[src/rtl/mseq_pkg.sv]
package mseq_pkg;

    typedef enum logic [1:0] {
        ST_BOOT = 2'd0,
        ST_EXEC = 2'd1,
        ST_HALT = 2'd2
    } seq_state_t;

    localparam logic [7:0] OPC_CLEAR = 8'h00;
    localparam logic [7:0] OPC_HALT  = 8'hF0;
    localparam logic [7:0] OPC_RUN   = 8'hF1;
    localparam logic [7:0] OPC_IENT  = 8'hF2;
    localparam logic [7:0] OPC_BRK   = 8'hF3;
    localparam logic [7:0] OPC_IRET  = 8'hF4;
    localparam logic [7:0] OPC_NOP   = 8'hFF;

    // Number of flag-conditional lines and the flag level each one wants.
    localparam int unsigned NCOND = 4;
    // bit0: zero clear, bit1: zero set, bit2: carry clear, bit3: carry set
    localparam logic [NCOND-1:0] COND_WANT = 4'b1010;

    function automatic logic is_ctrl_op(input logic [7:0] op);
        return (op == OPC_CLEAR) || (op == OPC_HALT) || (op == OPC_RUN) ||
               (op == OPC_IENT)  || (op == OPC_BRK)  || (op == OPC_IRET) ||
               (op == OPC_NOP);
    endfunction

endpackage

[src/rtl/mseq_step.sv]
module mseq_step #(
    parameter int unsigned SW = 3
) (
    input  logic          clk,
    input  logic          rst_n,
    input  logic          clr,
    input  logic          ld,
    input  logic [SW-1:0] nstep,
    input  logic [mseq_pkg::NCOND-1:0] cond_en,
    input  logic          zf,
    input  logic          cf,
    output logic [SW-1:0] step
);
    import mseq_pkg::*;

    logic [NCOND-1:0] flag_sel;
    logic [NCOND-1:0] hit;
    logic             take;

    assign flag_sel = {cf, cf, zf, zf};

    for (genvar k = 0; k < NCOND; k++) begin : g_cond
        assign hit[k] = cond_en[k] & (flag_sel[k] == COND_WANT[k]);
    end

    assign take = |hit;

    always_ff @(posedge clk or negedge rst_n) begin
        if (!rst_n) begin
            step <= '0;
        end else if (clr) begin
            step <= '0;
        end else if (ld) begin
            step <= nstep | {{(SW-1){1'b0}}, take};
        end
    end

endmodule

[src/rtl/mseq_ptr.sv]
module mseq_ptr #(
    parameter int unsigned AW = 16
) (
    input  logic          clk,
    input  logic          rst_n,
    input  logic          clr,
    input  logic          ip_we,
    input  logic [AW-1:0] ip_d,
    input  logic          vec_we,
    input  logic [AW-1:0] vec_d,
    output logic [AW-1:0] ip_q,
    output logic [AW-1:0] vec_q
);

    always_ff @(posedge clk or negedge rst_n) begin
        if (!rst_n) begin
            ip_q  <= '0;
            vec_q <= '0;
        end else if (clr) begin
            ip_q  <= '0;
            vec_q <= '0;
        end else begin
            if (ip_we)  ip_q  <= ip_d;
            if (vec_we) vec_q <= vec_d;
        end
    end

endmodule

[src/rtl/mseq_flags.sv]
module mseq_flags (
    input  logic clk,
    input  logic rst_n,
    input  logic clr,
    input  logic run_we,
    input  logic run_d,
    input  logic int_we,
    input  logic int_d,
    input  logic irq_clr,
    input  logic irq_req,
    output logic run_q,
    output logic int_q,
    output logic irq_q
);

    always_ff @(posedge clk or negedge rst_n) begin
        if (!rst_n) begin
            run_q <= 1'b1;
            int_q <= 1'b0;
            irq_q <= 1'b0;
        end else if (clr) begin
            run_q <= 1'b1;
            int_q <= 1'b0;
            irq_q <= 1'b0;
        end else begin
            if (run_we) run_q <= run_d;
            if (int_we) int_q <= int_d;
            irq_q <= (irq_q & ~irq_clr) | irq_req;
        end
    end

endmodule

[src/rtl/mseq_core.sv]
module mseq_core #(
    parameter int unsigned AW = 16,
    parameter int unsigned SW = 3
) (
    input  logic          clk,
    input  logic          rst_n,
    input  logic [7:0]    mem_rdata,
    output logic [AW-1:0] mem_addr,
    output logic          mem_rd,
    input  logic [AW-1:0] jmp_addr,
    input  logic          zf,
    input  logic          cf,
    input  logic [SW-1:0] rom_nstep,
    input  logic          rom_ld_sub,
    input  logic          rom_cnz,
    input  logic          rom_cz,
    input  logic          rom_cnc,
    input  logic          rom_cc,
    input  logic          rom_fetch,
    input  logic          rom_jump,
    input  logic          rom_pre,
    input  logic          rom_use_pre,
    input  logic          rom_ip_inc,
    input  logic          rom_vec_ld,
    input  logic          irq_req,
    output logic [7:0]    op_code,
    output logic [SW-1:0] op_step,
    output logic          op_valid,
    output logic          halted,
    output logic [AW-1:0] ip_out,
    output logic          clear_all,
    output logic          run_flag,
    output logic          int_flag,
    output logic          irq_flag
);
    import mseq_pkg::*;

    localparam logic [AW-1:0] ONE = {{(AW-1){1'b0}}, 1'b1};

    seq_state_t state_q, state_nx;

    logic [7:0]    op_q, pre_q, op_d;
    logic          op_we, pre_we;
    logic [AW-1:0] ip_q, vec_q, ip_d, vec_d, ip_nxt;
    logic          ip_we, vec_we;
    logic          step_clr, step_ld;
    logic          run_q, int_q, irq_q;
    logic          run_we, run_d, int_we, int_d, irq_clr, clr_c;
    logic          rd_c;
    logic [AW-1:0] addr_c;
    logic          bnd, bnd_mem, run_eff;
    logic [AW-1:0] bnd_tgt;

    assign ip_nxt = ip_q + ONE;

    // state register
    always_ff @(posedge clk or negedge rst_n) begin
        if (!rst_n) begin
            state_q <= ST_BOOT;
            op_q    <= OPC_CLEAR;
            pre_q   <= '0;
        end else begin
            state_q <= state_nx;
            if (op_we)  op_q  <= op_d;
            if (pre_we) pre_q <= mem_rdata;
        end
    end

    // next state and control outputs
    always_comb begin
        state_nx = state_q;
        rd_c     = 1'b0;
        addr_c   = ip_nxt;
        op_we    = 1'b0;
        op_d     = mem_rdata;
        pre_we   = 1'b0;
        step_clr = 1'b0;
        step_ld  = 1'b0;
        ip_we    = 1'b0;
        ip_d     = ip_nxt;
        vec_we   = 1'b0;
        vec_d    = jmp_addr;
        run_we   = 1'b0;
        run_d    = 1'b0;
        int_we   = 1'b0;
        int_d    = 1'b0;
        irq_clr  = 1'b0;
        clr_c    = 1'b0;
        bnd      = 1'b0;
        bnd_mem  = 1'b1;
        bnd_tgt  = ip_nxt;

        unique case (state_q)
            ST_BOOT: begin
                rd_c     = 1'b1;
                addr_c   = ip_q;
                op_we    = 1'b1;
                step_clr = 1'b1;
                state_nx = ST_EXEC;
            end
            ST_HALT: begin
                if (irq_q) begin
                    op_we    = 1'b1;
                    op_d     = OPC_IENT;
                    step_clr = 1'b1;
                    state_nx = ST_EXEC;
                end
            end
            ST_EXEC: begin
                if (is_ctrl_op(op_q)) begin
                    unique case (op_q)
                        OPC_CLEAR: begin
                            clr_c    = 1'b1;
                            step_clr = 1'b1;
                            state_nx = ST_BOOT;
                        end
                        OPC_HALT: begin
                            run_we = 1'b1;
                            run_d  = 1'b0;
                            bnd    = 1'b1;
                        end
                        OPC_RUN: begin
                            run_we = 1'b1;
                            run_d  = 1'b1;
                            bnd    = 1'b1;
                        end
                        OPC_IENT, OPC_BRK, OPC_IRET: begin
                            rd_c     = 1'b1;
                            addr_c   = vec_q;
                            op_we    = 1'b1;
                            step_clr = 1'b1;
                            ip_we    = 1'b1;
                            ip_d     = vec_q;
                            vec_we   = 1'b1;
                            vec_d    = (op_q == OPC_IENT) ? ip_q : ip_nxt;
                            int_we   = 1'b1;
                            int_d    = (op_q != OPC_IRET);
                            irq_clr  = (op_q == OPC_IENT);
                        end
                        default: begin
                            bnd = 1'b1;
                        end
                    endcase
                end else begin
                    if (rom_vec_ld) begin
                        vec_we = 1'b1;
                        vec_d  = jmp_addr;
                    end
                    if (rom_fetch) begin
                        bnd     = 1'b1;
                        bnd_tgt = rom_jump ? jmp_addr : ip_nxt;
                    end else if (rom_use_pre) begin
                        bnd     = 1'b1;
                        bnd_mem = 1'b0;
                        bnd_tgt = ip_q;
                    end else begin
                        step_ld = rom_ld_sub;
                        if (rom_pre) begin
                            rd_c   = 1'b1;
                            addr_c = ip_nxt;
                            pre_we = 1'b1;
                            ip_we  = 1'b1;
                        end else if (rom_ip_inc) begin
                            ip_we = 1'b1;
                        end
                    end
                end
            end
            default: state_nx = ST_BOOT;
        endcase

        // instruction boundary: forced entry, halt or normal load
        if (bnd) begin
            ip_we    = 1'b1;
            ip_d     = bnd_tgt;
            step_clr = 1'b1;
            if (irq_q && !int_q) begin
                op_we = 1'b1;
                op_d  = OPC_IENT;
            end else if (!run_eff && !int_q) begin
                state_nx = ST_HALT;
            end else begin
                op_we = 1'b1;
                if (bnd_mem) begin
                    rd_c   = 1'b1;
                    addr_c = bnd_tgt;
                    op_d   = mem_rdata;
                end else begin
                    op_d = pre_q;
                end
            end
        end
    end

    assign run_eff = run_we ? run_d : run_q;

    mseq_step #(.SW(SW)) u_step (
        .clk     (clk),
        .rst_n   (rst_n),
        .clr     (step_clr),
        .ld      (step_ld),
        .nstep   (rom_nstep),
        .cond_en ({rom_cc, rom_cnc, rom_cz, rom_cnz}),
        .zf      (zf),
        .cf      (cf),
        .step    (op_step)
    );

    mseq_ptr #(.AW(AW)) u_ptr (
        .clk    (clk),
        .rst_n  (rst_n),
        .clr    (clr_c),
        .ip_we  (ip_we),
        .ip_d   (ip_d),
        .vec_we (vec_we),
        .vec_d  (vec_d),
        .ip_q   (ip_q),
        .vec_q  (vec_q)
    );

    mseq_flags u_flags (
        .clk     (clk),
        .rst_n   (rst_n),
        .clr     (clr_c),
        .run_we  (run_we),
        .run_d   (run_d),
        .int_we  (int_we),
        .int_d   (int_d),
        .irq_clr (irq_clr),
        .irq_req (irq_req),
        .run_q   (run_q),
        .int_q   (int_q),
        .irq_q   (irq_q)
    );

    assign mem_addr  = addr_c;
    assign mem_rd    = rd_c;
    assign op_code   = op_q;
    assign op_valid  = (state_q == ST_EXEC);
    assign halted    = (state_q == ST_HALT);
    assign ip_out    = ip_q;
    assign clear_all = clr_c;
    assign run_flag  = run_q;
    assign int_flag  = int_q;
    assign irq_flag  = irq_q;

endmodule

[config.mk]
export PLATFORM = sky130hd
export DESIGN_NAME = mseq_core
export DESIGN_NICKNAME = d
export VERILOG_FILES = /design/src/rtl/mseq_pkg.sv /design/src/rtl/mseq_step.sv /design/src/rtl/mseq_ptr.sv /design/src/rtl/mseq_flags.sv /design/src/rtl/mseq_core.sv
export SDC_FILE = /design/constraint.sdc
export NUM_CORES = 1
export LEC_CHECK = 0
export BUFFER_PORTS_ARGS = -buffer_cell sky130_fd_sc_hd__buf_4
export CORE_MARGIN = 5
export CORE_UTILIZATION = 40
export CTS_BUF_LIST = sky130_fd_sc_hd__clkbuf_4 sky130_fd_sc_hd__clkbuf_8 sky130_fd_sc_hd__clkbuf_16
export CTS_CLUSTER_SIZE = 14
export DETAILED_ROUTE_END_ITERATION = 12
export PLACE_DENSITY = 0.58
export SLEW_MARGIN = 5
export SYNTH_ARGS = -nofsm -noshare
export SYNTH_HDL_FRONTEND = slang
export SYNTH_HIERARCHICAL = 1
export SYNTH_SLANG_ARGS = --single-unit
[constraint.sdc]
create_clock -name clk -period 3.2 [get_ports clk]
set_clock_uncertainty 0.2 [all_clocks]
set_input_delay 0.32 -clock clk [delete_from_list [all_inputs] [get_ports clk]]
set_output_delay 0.32 -clock clk [all_outputs]
set_load 0.05 [all_outputs]
==> run_results.csv <==
group,metric,value,unit
logic_synthesis,synthFlopType,"dfrtp_1",
global_route,gr-total-overflow,0,
place,gp_congestion,0.903,
sta,tightest_slew,0.799,ns
logic_synthesis,syn_nets,664,
clocking,clk_latency,0.31,ns
place,dp_hpwl,12400,um
clocking,cts_sinks,56,
global_route,grt_max_degree,57,
floorplan,start_util,41.1,%
sta,timing.final.crit_share,100,%
logic_synthesis,synth_top_cell_by_area,"dfrtp_1",
setup_path,crit_path_max_fanout,9,
sta,post-route-min-period,3.22,ns
global_route,antenna_found_initial,0,
clocking,cts_tree,"done",
clocking,root_buffer,"clkbuf_16",
floorplan,chipWidth,122,um
clocking,clk_path_buf_depth,2,
floorplan,core_area,12100,um2
floorplan,dieArea,14800,um2
layout,drive_gt1_share,32.7,%
setup_path,critPathKind,"reg2out",
setup_path,critPathLaunchType,"register",
sta,relSlewSlack,46.7,%
layout,multiInputGateArea,3520,um2
sta,fmax,311,MHz
sta,fin_ws,-0.0152,ns
global_route,grt_pass1_vias,5090,
sta,hold_viol,0,
setup_path,critPathCaptureType,"output pin",
sta,drv_slew,0,
route,first_pass_iters,5,
layout,antenna_cells,0,
place,port-buffer-count,92,
clocking,htreeDepth,2,
layout,fin_nets,777,
flow_run,max_cap_violations,0,
floorplan,fp.dieH,122,um
logic_synthesis,synth-seq-area-share,28.2,%
floorplan,placementRows,40,
logic_synthesis,synthCells,620,
floorplan,ioPinCount,93,
logic_synthesis,synth.distinct_cells,68,
layout,areaGrowthSynthToFinish,33.9,%
layout,seqCellArea,1410,um2
setup_path,cp.arrival,2.70,ns
logic_synthesis,synth_area_leaders,"dfrtp_1, mux2i_1, nor2_1",
setup_path,crit_required,2.68,ns
global_route,grt.total_usage,23.8,%
global_route,grt_pass1_wl,27600,um
sta,setup_viol,2,
min_path,hold_path.class,"in2reg",
logic_synthesis,synth_edf_count,0,
logic_synthesis,synth_area_per_cell,8.03,um2
logic_synthesis,synth-seq-cells,56,
sta,finalSetupTns,-0.0247,ns
status,violations,"negative setup slack",
logic_synthesis,yosysTopAreaCellShare,27.7,%
clocking,numCtsBuffers,5,
clocking,clk_pin_slew,0.08,ns
route,drcViolationCount,0,
layout,fillCellCount,1143,
logic_synthesis,syn-cell-area,4980,um2
route,vias_per_cell,5.88,
route,wl_per_cell,19.6,um
route,drt_wl_total,17700,um
sta,rsz0062_at_grt,"true",
route,drt-initial-drc-count,495,
logic_synthesis,async_reset_ff_share,100,%
route,num_vias,5302,
route,ant_nets,0,
logic_synthesis,yosys_warnings,6,
status,status,"finished, violations left",
==> routing by layer <==
layer / track usage, % / share of wire [%] / up-vias
li1: - / - / 2479
met3: 5.99 / 7.3 / 41
met4: 7.84 / 2.7 / 0
met1: 31.6 / 44 / 2560
met2: 38.0 / 46 / 222
met5: 0 / 0 / -
==> per-stage QoR <==
stage	worst slack (ns)	area (um2)	util, %	std cells	hold WS [ns]
floorplan	-0.350	5060	-	620	-0.176
global placement	0.0630	6080	50.2	874	0.245
detailed placement	0.0276	6080	50.2	874	0.257
CTS	-0.0117	6510	53.8	898	0.0368
global route	-0.119	6660	55.0	902	0.0316
finish	-0.0152	6660	55.0	902	0.0434
==> worst paths after layout <==
kind	start	endpoint	slack, ns	cells past startpoint
min in group asynchronous	rst_n	u_ptr/vec_q[2]$_DFFE_PN0P_	0.41	2
max in group asynchronous	rst_n	op_code[0]$_DFFE_PN0P_	1.79	2
min reg2reg	pre_q[7]$_DFFE_PN0P_	pre_q[7]$_DFFE_PN0P_	0.31	1
max reg2reg	op_code[7]$_DFFE_PN0P_	u_ptr/ip_q[9]$_DFFE_PN0P_	0.21	10
max	op_code[7]$_DFFE_PN0P_	mem_addr[12]	-0.02	9
min	irq_req	u_flags/irq_q$_DFF_PN0_	0.04	3
==> flip-flops by register name, summed over array words and instances (netlist names) <==
name,cells
u_flags/irq_q,1
u_flags/run_q,1
u_flags/int_q,1
u_step/step,3
op_code,8
pre_q,8
state_q,2
u_ptr/ip_q,16
u_ptr/vec_q,16
==> layout by cell type (no fill, tap or decap), types with 4 or more instances in the layout <==
cell type,netlist,routed
nand3_1,13,13
buf_6,5,14
xnor2_1,19,19
a21oi_1,36,34
o22ai_1,5,5
xor2_1,10,10
nor4_1,4,4
and3_1,11,10
clkbuf_16,0,5
a221o_1,4,4
o21ai_0,47,40
nor2b_1,4,4
buf_4,1,142
nor3_1,15,12
o32ai_1,5,5
nand2b_1,8,8
inv_1,18,18
a221oi_2,0,8
o21ai_1,1,5
nor2_1,86,85
mux2_2,9,9
dfrtp_1,55,50
dfrtp_2,0,5
a221oi_1,14,4
o211ai_1,9,9
nand4_1,5,5
a22o_1,8,8
mux2i_1,54,49
nand2_1,57,55
==> cells in the mapped netlist (2+ instances only) <==
library cell  count
a221o_1           4
nor3b_1           5
dfrtp_1          55
o221ai_1          2
buf_1             3
o21a_1            3
o211ai_1          9
a2bb2oi_1         3
mux2i_1          54
a211o_1           4
a221oi_1         14
a31oi_1           2
o21ai_0          47
nand3_1          13
a22o_1            8
inv_1            18
a21oi_1          36
nand2b_1          8
nor4_1            4
o2bb2ai_1         5
and3_1           11
xnor2_1          19
clkbuf_1         27
a311oi_1          3
a211oi_1          3
nor2_1           86
nor2b_1           4
nand2_1          57
nor3_1           15
buf_12            2
o32ai_1           5
buf_2            17
and4_1            4
or3_1             3
or4_4             2
a21o_1            3
buf_6             5
o2111ai_1         2
o22ai_1           5
xor2_1           10
nand4_1           5
mux2_2            9
==> worst max-delay path, cell delays in order, from the launching register on <==
cell       delay, ns
dfrtp_1         0.42
and4_2          0.30
buf_4           0.21
a2111oi_4       0.47
nor4_4          0.12
buf_12          0.17
a2111oi_2       0.33
buf_4           0.17
a21oi_4         0.03
buf_6           0.14
==> what timing repair did <==
action / 4_1_cts / 5_1_grt
pin swaps: 7 / 0
cloned: 0 / 0
endpoints found under the hold margin: 55 / 0
resized for setup: 40 / 23
setup endpoints to repair: 16 / 16
buffers inserted: 15 / 4
hold buffers: 1 / 0
==> cell type report <==
class,count,area share [%]
well taps,168,3.15
inverters,18,1.01
multi-input cells,491,52.8
clock buffers,5,1.88
flip-flops and latches,56,21.1
clock inverters,3,0.376
repair buffers,161,19.6
==> cells by family after synthesis <==
group	Yosys count	share of synthesized area (%)
AND/OR/NAND/NOR	224	21.5
AO/OA/AOI/OAI	174	24.6
buffers and inverters	73	7.42
multiplexers	63	12.9
flip-flops	56	28.2
XOR/XNOR	29	5.10
adder cells (fa/ha/maj)	1	0.251
Power is not shown: default switching activity piles up to over one toggle a cycle in this logic, so the estimate is an artifact.
